`src/rtl/irq_hub_pkg.sv`:
```
package irq_hub_pkg;
  localparam int DW = 8;
  localparam int AW = 8;
  localparam logic [AW-1:0] MASK_ADDR = 8'h29;
  localparam logic [AW-1:0] STAT_ADDR = 8'h2A;
  localparam logic [AW-1:0] OVF_ADDR  = 8'h2B;
  localparam logic [AW-1:0] GPIO_ADDR = 8'h2F;
  localparam int NUM_EDGE = 5;
  localparam int EDGE_LSB = 3;
  localparam int OVF_BIT  = 2;
  localparam int GPIO_BIT = 1;
  localparam int UNLOCK_IDX = NUM_EDGE - 1;
endpackage

```
`src/rtl/sticky_event_flag.sv`:
```
module sticky_event_flag (
  input  logic clk,
  input  logic rst_n,
  input  logic set_i,
  input  logic clr_i,
  input  logic cancel_i,
  output logic q_o
);
  always_ff @(posedge clk or negedge rst_n) begin
    if (!rst_n)                q_o <= 1'b0;
    else if (set_i)            q_o <= 1'b1;
    else if (clr_i || cancel_i) q_o <= 1'b0;
  end


  evt_capture_chk: assert property (@(posedge clk) disable iff (!rst_n)
    set_i |=> q_o);

  evt_clear_chk: assert property (@(posedge clk) disable iff (!rst_n)
    ((clr_i || cancel_i) && !set_i) |=> !q_o);
endmodule

```
`src/rtl/summary_flag.sv`:
```
module summary_flag (
  input  logic clk,
  input  logic rst_n,
  input  logic src_i,
  input  logic edge_mode_i,
  input  logic clr_i,
  output logic q_o
);
  logic src_d;
  logic hit;

  always_comb hit = edge_mode_i ? (src_i && !src_d) : src_i;

  always_ff @(posedge clk or negedge rst_n) begin
    if (!rst_n) begin
      src_d <= 1'b0;
      q_o   <= 1'b0;
    end else begin
      src_d <= src_i;
      q_o   <= hit || (q_o && !clr_i);
    end
  end


  level_hold_chk: assert property (@(posedge clk) disable iff (!rst_n)
    (!edge_mode_i && src_i) |=> q_o);

  sticky_hold_chk: assert property (@(posedge clk) disable iff (!rst_n)
    (q_o && !clr_i) |=> q_o);
endmodule

```
`src/rtl/irq_status_hub.sv`:
```
module irq_status_hub
  import irq_hub_pkg::*;
#(
  parameter logic [AW-1:0] P_MASK_ADDR = MASK_ADDR,
  parameter logic [AW-1:0] P_STAT_ADDR = STAT_ADDR,
  parameter logic [AW-1:0] P_OVF_ADDR  = OVF_ADDR,
  parameter logic [AW-1:0] P_GPIO_ADDR = GPIO_ADDR
) (
  input  logic          clk,
  input  logic          rst_n,
  input  logic [AW-1:0] reg_addr,
  input  logic          reg_wr,
  input  logic          reg_rd,
  input  logic [DW-1:0] reg_wdata,
  output logic [DW-1:0] reg_rdata,
  input  logic          ev_unlock,
  input  logic          ev_lock,
  input  logic          ev_rampup,
  input  logic          ev_rampdn,
  input  logic          ev_mute,
  input  logic          ovf_src,
  input  logic          ovf_edge_sel,
  input  logic          gpio_src,
  input  logic          gpio_edge_sel,
  output logic          irq
);
  localparam logic [DW-1:0] MASK_KEEP = {{(DW-OVF_BIT){1'b1}}, {OVF_BIT{1'b0}}};

  logic [NUM_EDGE-1:0] ev_bus;
  logic [NUM_EDGE-1:0] edge_q;
  logic [DW-1:0]       mask_q;
  logic [DW-1:0]       status;
  logic                ovf_q, gpio_q;
  logic                rd_stat, rd_ovf, rd_gpio, wr_mask;

  always_comb begin
    ev_bus  = {ev_unlock, ev_lock, ev_rampup, ev_rampdn, ev_mute};
    rd_stat = reg_rd && (reg_addr == P_STAT_ADDR);
    rd_ovf  = reg_rd && (reg_addr == P_OVF_ADDR);
    rd_gpio = reg_rd && (reg_addr == P_GPIO_ADDR);
    wr_mask = reg_wr && (reg_addr == P_MASK_ADDR);
  end

  for (genvar i = 0; i < NUM_EDGE; i++) begin : g_evt
    logic cancel;
    if (i == UNLOCK_IDX) begin : g_unlock
      always_comb cancel = ev_lock;
    end else begin : g_plain
      always_comb cancel = 1'b0;
    end
    sticky_event_flag u_flag (
      .clk     (clk),
      .rst_n   (rst_n),
      .set_i   (ev_bus[i]),
      .clr_i   (rd_stat),
      .cancel_i(cancel),
      .q_o     (edge_q[i])
    );
  end

  summary_flag u_ovf (
    .clk(clk), .rst_n(rst_n), .src_i(ovf_src), .edge_mode_i(ovf_edge_sel),
    .clr_i(rd_ovf), .q_o(ovf_q)
  );

  summary_flag u_gpio (
    .clk(clk), .rst_n(rst_n), .src_i(gpio_src), .edge_mode_i(gpio_edge_sel),
    .clr_i(rd_gpio), .q_o(gpio_q)
  );

  always_comb status = {edge_q, ovf_q, gpio_q, 1'b0};

  always_ff @(posedge clk or negedge rst_n) begin
    if (!rst_n)       mask_q <= '0;
    else if (wr_mask) mask_q <= reg_wdata & MASK_KEEP;
  end

  always_comb begin
    if (reg_addr == P_MASK_ADDR)      reg_rdata = mask_q;
    else if (reg_addr == P_STAT_ADDR) reg_rdata = status;
    else                              reg_rdata = '0;
  end

  always_comb irq = (|(status[DW-1:OVF_BIT] & mask_q[DW-1:OVF_BIT])) || status[GPIO_BIT];


  lock_cancel_chk: assert property (@(posedge clk) disable iff (!rst_n)
    (ev_lock && !ev_unlock) |=> !status[DW-1]);

  stat_wr_ignored_chk: assert property (@(posedge clk) disable iff (!rst_n)
    (reg_wr && reg_addr == P_STAT_ADDR && !reg_rd && !ev_lock && !(|ev_bus)
     && !ovf_src && !gpio_src) |=> $stable(status));

  mask_reserved_chk: assert property (@(posedge clk) disable iff (!rst_n)
    (reg_addr == P_MASK_ADDR) |-> (reg_rdata[OVF_BIT-1:0] == '0));

  irq_quiet_chk: assert property (@(posedge clk) disable iff (!rst_n)
    (mask_q == '0 && !status[GPIO_BIT]) |-> !irq);
endmodule

```
`config.mk`:
```
export PLATFORM = sky130hd
export DESIGN_NAME = irq_status_hub
export DESIGN_NICKNAME = d
export VERILOG_FILES = /design/src/rtl/irq_hub_pkg.sv /design/src/rtl/sticky_event_flag.sv /design/src/rtl/summary_flag.sv /design/src/rtl/irq_status_hub.sv
export SDC_FILE = /design/constraint.sdc
export NUM_CORES = 1
export LEC_CHECK = 0
export ABC_AREA = 1
export BUFFER_PORTS_ARGS = -buffer_cell sky130_fd_sc_hd__buf_2
export CORE_ASPECT_RATIO = 1.2
export CORE_MARGIN = 2
export CORE_UTILIZATION = 50
export CTS_BUF_LIST = sky130_fd_sc_hd__clkbuf_8
export DETAILED_ROUTE_END_ITERATION = 10
export PLACE_DENSITY = 0.87
export SLEW_MARGIN = 20
export SYNTH_ARGS = -nofsm -noshare
export SYNTH_HDL_FRONTEND = slang
export SYNTH_SLANG_ARGS = --single-unit
export TNS_END_PERCENT = 5
```
`constraint.sdc`:
```
create_clock -name clk -period 1.18 [get_ports clk]
set_input_delay 0.177 -clock clk [delete_from_list [all_inputs] [get_ports clk]]
set_output_delay 0.177 -clock clk [all_outputs]
set_load 0.05 [all_outputs]
```
Word level (Yosys, flattened, before mapping)
Index checks and enable logic that the tools add are counted.
{ "word_totals": {"ff_bits": 15, "inputBits": 29, "out_inout_bits": 9, "wordCells": 48} }
{ "op_classes": {"n_eq_ne": 4, "muxes": 11, "n_bitwise": 1, "reduce_logical": 22} }
{ "op_table": {"columns": ["op", "n"], "rows": [
  ["== test 8 x 6 -> 1 bit, second input constant", 4],
  ["two-way mux 8 bit", 2],
  ["nonzero test 2 bit", 5],
  ["two-way mux 1 bit", 9],
  ["logical AND 1 bit", 8],
  ["bitwise AND 6 bit", 1],
  ["OR reduction 6 bit", 1],
  ["zero test 1 bit", 4],
  ["logical OR 1 bit", 4]
]} }

Logic depth before layout (Yosys ltp)
Gate-level depths: netlist of the first run.
{ "depth": {"ltp_word": 5, "ltp_mapped": 7} }

By module
Synthesis of the first run repeated with hierarchy kept, for this count alone.
{ "hier_totals": {"cells_unflattened": 116, "hier_area_um2": 825.8} }
{ "by_module_without_submodules": {"columns": ["mod", "instances", "cells_each", "area_each_um2", "seq_area_each_um2"], "rows": [
  ["irq_status_hub", 1, 77, 488.0, 150.1],
  ["sticky_event_flag", 5, 5, 40.0, 25.0],
  ["summary_flag", 2, 7, 68.8, 50.0]
]} }

Worst setup path after synthesis of the first run
No wires, ideal clock.
{ "synth_timing": {"path_type": "register to output", "start": "reg mask_q[4]", "end": "out irq", "t_arrival_ns": 1.048, "setup_slack_ns": -0.045, "path_stages_with_launch": 5, "cell_sequence": "dfrtp_1 > nand2_1 > nand2_1 > a21oi_1 > nand4_1"} }
{ "synth_between": {"elab_chain_len": 3} }
{ "synth_rtl": {"columns": ["item", "line", "text"], "rows": [
  ["from (decl)", "irq_status_hub.sv:31", "logic [DW-1:0] mask_q;"],
  ["from (signal assigned)", "irq_status_hub.sv:75", "else if (wr_mask) mask_q <= reg_wdata & MASK_KEEP;"],
  ["bitwise AND 6 bit", "irq_status_hub.sv:84", "always_comb irq = (|(status[DW-1:OVF_BIT] & mask_q[DW-1:OVF_BIT])) || status[GPIO_BIT];"],
  ["OR reduction 6 bit", "irq_status_hub.sv:84", null],
  ["logical OR 1 bit", "irq_status_hub.sv:84", null],
  ["to (decl)", "irq_status_hub.sv:25", "output logic irq"]
]} }
No other way between the ends.

Final worst setup path of the first run
{ "layout_timing": {"start": "reg mask_q[6]", "end": "out irq"} }
The elaborated chain is that of the path after synthesis.

==> results.cfg, run 1 <==
[finish]
diodes = 0
fill_cells = 125
drive_above_1_share_pct = 37.66
seqCellArea_um2 = 375.4
nets = 184
final_cell_mix = nand2_1, buf_2, dfrtp_1, nand3_1, inv_1
final_common_cell = nand2_1
finalNonFillerCells = 172
final_util_pct = 74.06
multi_input_area_um2 = 394.1
synthToLayoutAreaGrowth_pct = 41.28

[logic_synthesis]
syn_inst = 111
synth-seq-cells = 15
synth_simple_gate_area_share_pct = 44.26
synth-compound-area-share_pct = 1.192
syn_nets = 140
avgSynthCellArea_um2 = 7.564
syn_area_um2 = 839.6
ys_seq_area_share_pct = 44.71
yosysWarnings = 0
synth.distinct_cells = 16
synthMuxAreaShare_pct = 0
synth_top_family_by_area = simple AND/OR/NAND/NOR gates
synth_xor_area_share_pct = 0
synth-adder-area-share_pct = 0

[power]
p_int_mw = 0.8312
pwr-share-seq_pct = 48.5
p_leak_nw = 0.6682
peakVddDrop_uv = 775.3
power_frac_comb_pct = 13.9
p_sw_mw = 0.2851
pwr_density_cell_nw_per_um2 = 941.1
power_mw = 1.116
switching_share_pct = 25.54
clkPwrFrac_pct = 37.5

[clocking]
cts_max_path_buffers = 2
cts.htree.levels = 1
clk_latency_ns = 0.24
cts_tree = done
path_clk_slew_ns = 0.07
cts-buffers-inserted = 3
cts_root_buf = clkbuf_8
cts_sinks = 15

[min_path]
holdPathEnd = u_gpio.src_d
hp-class = primary input to register
worstHoldStart = gpio_src
hold-path-cell-count = 1

[timing]
setup_ws_ns = -0.1716
period_share_pct = 114.5
min_period_ns = 1.352
setup_violations = 8
fin_skew_ns = 0.0002102
slew_violations = 0
rsz0062_at_grt = true
fmax_mhz = 739.9
hold_violations = 0

[worst_setup_path]
crit_type = register to output port
r2r-end = mask_q[4]
crit_top_cell = nand2_1
rrSetupSlack_ns = 0.43
start_kind = register
arrival_ns = 1.17
reg2regPathDepth = 3
worstReg2RegStart = mask_q[4]
crit_chain = nand2_1 -> nand2_1 -> a21oi_2 -> nand4_1 -> buf_6
crit_family = flip-flops
critPathMaxFanout = 2
crit_required_ns = 1.00
critPathBufInv = 1
cpPeakStageDelay_ns = 0.38
cpMaxStageDelayCell = dfrtp_1
cp.depth = 5
cp-end-kind = output port

[floorplanning]
die_area_um2 = 2024
die_x_um = 41.41
core_um2 = 1602
die_height_um = 48.89
io-pin-count = 38
initial_core_util_pct = 52.42
num_rows = 16

[routing]
routed_wl_um = 2131
drt-initial-drc-count = 21
ant_nets = 0
first_pass_iters = 4
drc = 0
wl_per_cell_um = 12.39
vias = 907
routed_via_density = 5.273

[global_routing]
grt_pass1_wl_um = 3705
grt_overflow = 0
grt_max_degree = 22
grtUsageTotal_pct = 23.72
grt_pass1_vias = 889
antenna_found_initial = 0

[status]
failed_checks = setup timing
status = complete, but fails checks

[place]
portBuffers = 34
place_ws_ns = -0.1306
hpwlAfterDp_um = 1550
dpl.cell_count = 164
globalplace.congestion = 0.8453

[flow_run]
cap_violations = 0
[worst max path at each step]
stage | to | startpoint | slack (ns)
after floorplan | irq | mask_q[4] | -0.05
after global placement | reg_rdata[5] | reg_addr[2] | -0.08
after detailed placement | reg_rdata[7] | reg_addr[2] | -0.13
after CTS | irq | mask_q[4] | -0.18
after global routing | irq | mask_q[6] | -0.24
final | irq | mask_q[6] | -0.17
[timing repair]
action | 4_1_cts | 5_1_grt
endpoints found under the hold margin | 15 | 0
endpoints found under the setup margin | 8 | 8
setup buffers | 3 | 0
hold buffers | 1 | 0
pin swaps | 7 | 3
resized for setup | 16 | 2
gates cloned | 0 | 0
[area by class of cell]
cell class	count	share of cell area, %
multi-input cells	80	33.23
inverters	12	3.797
repair buffers	43	25.53
well taps	18	1.899
flip-flops and latches	15	31.65
clock buffers	3	3.481
clock inverters	1	0.4219
[stage by stage]
step	cell area (um2)	hold slack, ns	TNS [ns]
final	1186	0.04915	-0.5464
after global routing	1186	0.05321	-1.061
after CTS	1177	0.04645	-0.4431
after detailed placement	1049	0.09299	-0.7877
after global placement	1049	0.09145	-0.5307
after floorplan	839.6	-0.1186	-0.07500
[power groups by stage]
stage	sequential (mW)	combinational [mW]	clock (mW)
after floorplan	0.548	0.0709	0
after global placement	0.550	0.137	0
after detailed placement	0.551	0.143	0
after CTS	0.541	0.153	0.422
after global routing	0.543	0.174	0.447
final	0.542	0.156	0.419
[logic make-up (layout without fill, tap and decap cells)]
logic type / count (synthesis) / count (layout)
AO/OA/AOI/OAI: 2 / 2
buffers and inverters: 16 / 59
other: 1 / 1
AND/OR/NAND/NOR: 77 / 77
flip-flops: 15 / 15
[cells in the mapped netlist, drive strengths merged]
cell | instances | share of area (%)
a21oi | 2 | 1.2
buf | 4 | 4.0
conb | 1 | 0.45
nand2 | 48 | 22
nand4 | 7 | 5.2
dfrtp | 15 | 45
inv | 12 | 5.4
and3 | 1 | 0.75
nor2 | 5 | 4.9
nand3b | 2 | 1.8
nand3 | 14 | 9.5
[sequential cells by signal (all words and copies together) (netlist names)]
register	flops
g_evt.u_flag.q_o	5
u_ovf.src_d	1
mask_q	6
u_gpio.src_d	1
u_gpio.q_o	1
u_ovf.q_o	1
[per-layer routing]
metal  routed length (um)  vias to the layer above  GRT usage [%]
li1                     -                      437              -
met1                  824                      431          27.47
met2                 1174                       34          43.49
met3                  104                        5          3.704
met4                   27                        0          8.065
met5                    0                        -              0
(Power assumes the default switching activity.)
==> run 2, diff against run 1 <==
Settings changed: CORE_UTILIZATION 50 to 48, PLACE_DENSITY 0.87 to 0.84.
Clock period 1.18 ns to 1.27 ns, I/O delays scaled along.
==> results.cfg, run 2 (synthesis gave the netlist of run 1 again) <==
[timing]
hold_violations = 0
slew_violations = 0
fmax_mhz = 723.6
period_share_pct = 108.8
setup_violations = 1
setup_ws_ns = -0.1120
fin_skew_ns = 0.0001821
rsz0062_at_grt = true
whs_ns = 0.06054
min_period_ns = 1.382

[routing]
routed_via_density = 5.280
first_pass_iters = 4
wl_per_cell_um = 12.38
ant_nets = 0
drt-initial-drc-count = 37
drc = 0
routed_wl_um = 2080
vias = 887

[finish]
final_common_cell = nand2_1
nets = 180
multi_input_area_um2 = 389.1
seqCellArea_um2 = 375.4
largest_reg_flops = 6
reg_top3 = mask_q (6), g_evt.u_flag.q_o (5)
final_cell_mix = nand2_1, buf_2, dfrtp_1, nand3_1, inv_1
diodes = 0
drive_above_1_share_pct = 35.33
synthToLayoutAreaGrowth_pct = 36.66
regMostFlops = mask_q
final_util_pct = 69.89
fill_cells = 132

[global_routing]
antenna_found_initial = 0
grt_max_degree = 24
grt_pass1_vias = 815
grtUsageTotal_pct = 21.72
grt_overflow = 0
grt_pass1_wl_um = 3450

[clocking]
cts_tree = done
cts_max_path_buffers = 2
cts_sinks = 15
cts_root_buf = clkbuf_8
cts-buffers-inserted = 3
cts.htree.levels = 1
path_clk_slew_ns = 0.06
clk_latency_ns = 0.25

[worst_setup_path]
crit_top_cell = nand2_1
cpPeakStageDelay_ns = 0.40
cp-end-kind = output port
start_kind = register
crit_start = g_evt[3].u_flag.q_o
critPathMaxFanout = 3
crit_family = flip-flops
critPathBufInv = 1
worstReg2RegStart = g_evt[1].u_flag.q_o
crit_required_ns = 1.08
crit_type = register to output port
cpMaxStageDelayCell = dfrtp_1
arrival_ns = 1.19
crit_chain = nand2_1 -> nand2_1 -> a21oi_2 -> nand4_1 -> buf_6

[floorplanning]
die_height_um = 49.82
io-pin-count = 38
die_x_um = 42.18
core_um2 = 1642
die_area_um2 = 2101
initial_core_util_pct = 51.14
num_rows = 16

[min_path]
worstHoldStart = gpio_src
hp-class = primary input to register

[power]
p_leak_nw = 0.6471
pwr_density_cell_nw_per_um2 = 894.2
peakVddDrop_uv = 686.8

[status]
status = complete, but fails checks
failed_checks = setup timing

[place]
globalplace.congestion = 0.7499
portBuffers = 34
hpwlAfterDp_um = 1428

[flow_run]
cap_violations = 0
run 2: cell types whose count changed in the layout (fill, tap and decap cells not counted):
cell	previous run	this run
buf_6	8	7
nand3_1	11	12
buf_4	7	4
nand3_2	3	2
run 2: layout make-up:
type,count,share of cell area (%)
tap,18,1.963
timing repair buffer,39,23.45
inverter,12,3.926
multi-input combinational,80,33.91
clock buffer,3,3.599
sequential,15,32.72
clock inverter,1,0.4362
run 2: report_power, final:
part	switching, mW	internal, mW	total [mW]	leakage [nW]
clock network	0.168	0.217	0.385	0.0255
registers	0.0116	0.493	0.505	0.169
logic	0.0790	0.0573	0.136	0.452
total	0.258	0.768	1.03	0.647
run 2: stage by stage:
step           setup TNS (ns)  area (um2)  std cells  power [mW]  setup WS, ns
2_1_floorplan               0       839.6        111      0.5751       0.03120
3_3_place_gp         -0.09360        1033        162      0.6364      -0.02793
3_5_place_dp          -0.4323        1033        162      0.6419      -0.07538
4_1_cts               -0.1159        1117        167       1.029       -0.1159
5_1_grt               -0.5584        1147        168       1.081       -0.1840
6_report              -0.1120        1147        168       1.026       -0.1120
run 2: what timing repair did:
action	4_1_cts	5_1_grt
resized for setup	10	6
setup endpoints to repair	8	8
pin swaps	1	2
setup buffers	0	1
endpoints found under the hold margin	15	0
hold buffers	1	0
run 2: per-layer routing:
| layer | global-route usage [%] | part of all wire [%] | vias to the layer above |
|---|---|---|---|
| met5 | 0 | 0 | - |
| met1 | 24.41 | 38 | 399 |
| met2 | 39.49 | 54 | 50 |
| met3 | 3.663 | 6.4 | 6 |
| li1 | - | - | 432 |
| met4 | 9.375 | 1.4 | 0 |
run 2: worst paths after layout:
kind / endpoint / slack [ns] / cells after the start
setup / recovery: irq / -0.11 / 5
hold / removal: u_gpio.src_d / 0.06 / 1
setup reg to reg: g_evt[1].u_flag.q_o / 0.54 / 3
hold reg to reg: u_gpio.q_o / 0.49 / 3
max in group asynchronous: u_ovf.q_o / 0.65 / 2
min in group asynchronous: g_evt[2].u_flag.q_o / 0.37 / 2
run 2: worst register-to-register path, cell delays in order, from the launching register on:
cell and delay [ns]:
dfrtp_1 0.39, buf_4 0.14, nand2_1 0.05, nand2_1 0.05
==> run 3, diff against run 2 <==
Settings changed: PLACE_DENSITY 0.84 to unset, PLACE_DENSITY_LB_ADDON set to 0.15, SLEW_MARGIN 20 to unset.
==> results.cfg, run 3 (synthesis gave the netlist of run 1 again) <==
[status]
status = complete, but fails checks
failed_checks = setup timing

[timing]
slew_violations = 0
period_share_pct = 106.1
min_period_ns = 1.348
fin_skew_ns = 0.00003872
setup_violations = 2
hold_violations = 0
setup_ws_ns = -0.07786
fmax_mhz = 741.9
rsz0062_at_grt = true
whs_ns = 0.05719

[min_path]
holdPathEnd = u_ovf.src_d
worstHoldStart = ovf_src
hold-path-cell-count = 1
hp-class = primary input to register

[finish]
nets = 184
reg_top3 = mask_q (6), g_evt.u_flag.q_o (5)
final_common_cell = nand2_1
synthToLayoutAreaGrowth_pct = 39.79
final_util_pct = 71.49
final_cell_mix = nand2_1, buf_2, dfrtp_1, nand3_1, inv_1
drive_above_1_share_pct = 36.36
largest_reg_flops = 6
regMostFlops = mask_q
diodes = 0

[floorplanning]
num_rows = 16
initial_core_util_pct = 51.14
die_area_um2 = 2101
io-pin-count = 38
die_height_um = 49.82
core_um2 = 1642
die_x_um = 42.18

[worst_setup_path]
crit_chain = nand2_1 -> nand2_1 -> a21oi_2 -> nand4_1 -> buf_6
cpMaxStageDelayCell = dfrtp_1
cpPeakStageDelay_ns = 0.39
reg2regPathDepth = 3
r2r-end = mask_q[6]
worstReg2RegStart = mask_q[6]
crit_type = register to output port
cp-end-kind = output port
critPathMaxFanout = 2
arrival_ns = 1.16
crit_required_ns = 1.08
start_kind = register
rrSetupSlack_ns = 0.53
crit_top_cell = nand2_1

[place]
hpwlAfterDp_um = 1485
globalplace.congestion = 0.8101
portBuffers = 34
place_ws_ns = -0.04852

[clocking]
cts-buffers-inserted = 3
clk_latency_ns = 0.25
cts_sinks = 15
path_clk_slew_ns = 0.06
cts_tree = done
cts_root_buf = clkbuf_8
cts_max_path_buffers = 2
cts.htree.levels = 1

[power]
switching_share_pct = 25.12
p_leak_nw = 0.6690
pwr-share-seq_pct = 49.0
clkPwrFrac_pct = 37.1
pwr_density_cell_nw_per_um2 = 875.5
peakVddDrop_uv = 659.4
p_sw_mw = 0.2581
p_int_mw = 0.7694
power_frac_comb_pct = 13.9

[global_routing]
grt_pass1_vias = 848
antenna_found_initial = 0
grt_max_degree = 22
grt_overflow = 0
grt_pass1_wl_um = 3539
grtUsageTotal_pct = 22.53

[routing]
ant_nets = 0
drc = 0
vias = 852
routed_wl_um = 2100
first_pass_iters = 5
routed_via_density = 4.953
drt-initial-drc-count = 24
wl_per_cell_um = 12.21

[flow_run]
cap_violations = 0
run 3: critical path, delay by kind of cell, from the launching register on:
| kind | cells | cell delay (ns) |
|---|---|---|
| flops | 1 | 0.39 |
| simple gates | 3 | 0.24 |
| buf+inv | 1 | 0.17 |
| compound gates | 1 | 0.10 |
run 3: layout make-up:
type,instances,area (um2)
repair buffers,43,296.5
clock buffers,3,41.29
clock inverters,1,3.754
flip-flops and latches,15,375.4
fillers,142,467.9
inverters,12,45.04
multi-input cells,80,389.1
well taps,18,22.52
run 3: stage by stage:
stage	power, mW	instances	instance area [um2]	setup TNS, ns
2_1_floorplan	0.5751	111	839.6	0
5_1_grt	1.070	172	1174	-0.4380
4_1_cts	1.035	172	1155	-0.1303
6_report	1.028	172	1174	-0.1523
3_5_place_dp	0.6439	163	1041	-0.2509
3_3_place_gp	0.6384	163	1041	-0.07075
run 3: layer usage:
metal / part of all wire [%] / wire length [um] / global-route usage, % / vias up
met5: 0 / 0 / 0 / -
met4: 1.8 / 38 / 9.375 / 0
met3: 5.9 / 123 / 5.495 / 5
met2: 51 / 1072 / 39.49 / 28
met1: 41 / 865 / 25.71 / 381
li1: - / - / - / 438
run 3: worst max path at each step:
stage	from	endpoint	slack, ns	cells past startpoint
detailed placement	reg_addr[2]	reg_rdata[3]	-0.05	7
global route	g_evt[1].u_flag.q_o	irq	-0.13	5
CTS	g_evt[3].u_flag.q_o	irq	-0.08	5
finish	mask_q[6]	irq	-0.08	5
floorplan	mask_q[4]	irq	0.03	4
global placement	reg_addr[2]	reg_rdata[5]	-0.02	7
run 3: power groups by stage:
| stage | logic [mW] | clock network [mW] | registers (mW) |
|---|---|---|---|
| floorplan | 0.0659 | 0 | 0.509 |
| global placement | 0.127 | 0 | 0.511 |
| detailed placement | 0.132 | 0 | 0.512 |
| CTS | 0.142 | 0.390 | 0.503 |
| global route | 0.160 | 0.405 | 0.504 |
| finish | 0.142 | 0.381 | 0.504 |
run 3: repair_timing:
action / in CTS / in global routing
gates resized for setup: 10 / 5
pin swaps: 3 / 2
endpoints found under the hold margin: 15 / 0
hold buffers: 1 / 0
setup buffers: 4 / 0
gates cloned: 0 / 0
setup endpoints to repair: 8 / 8
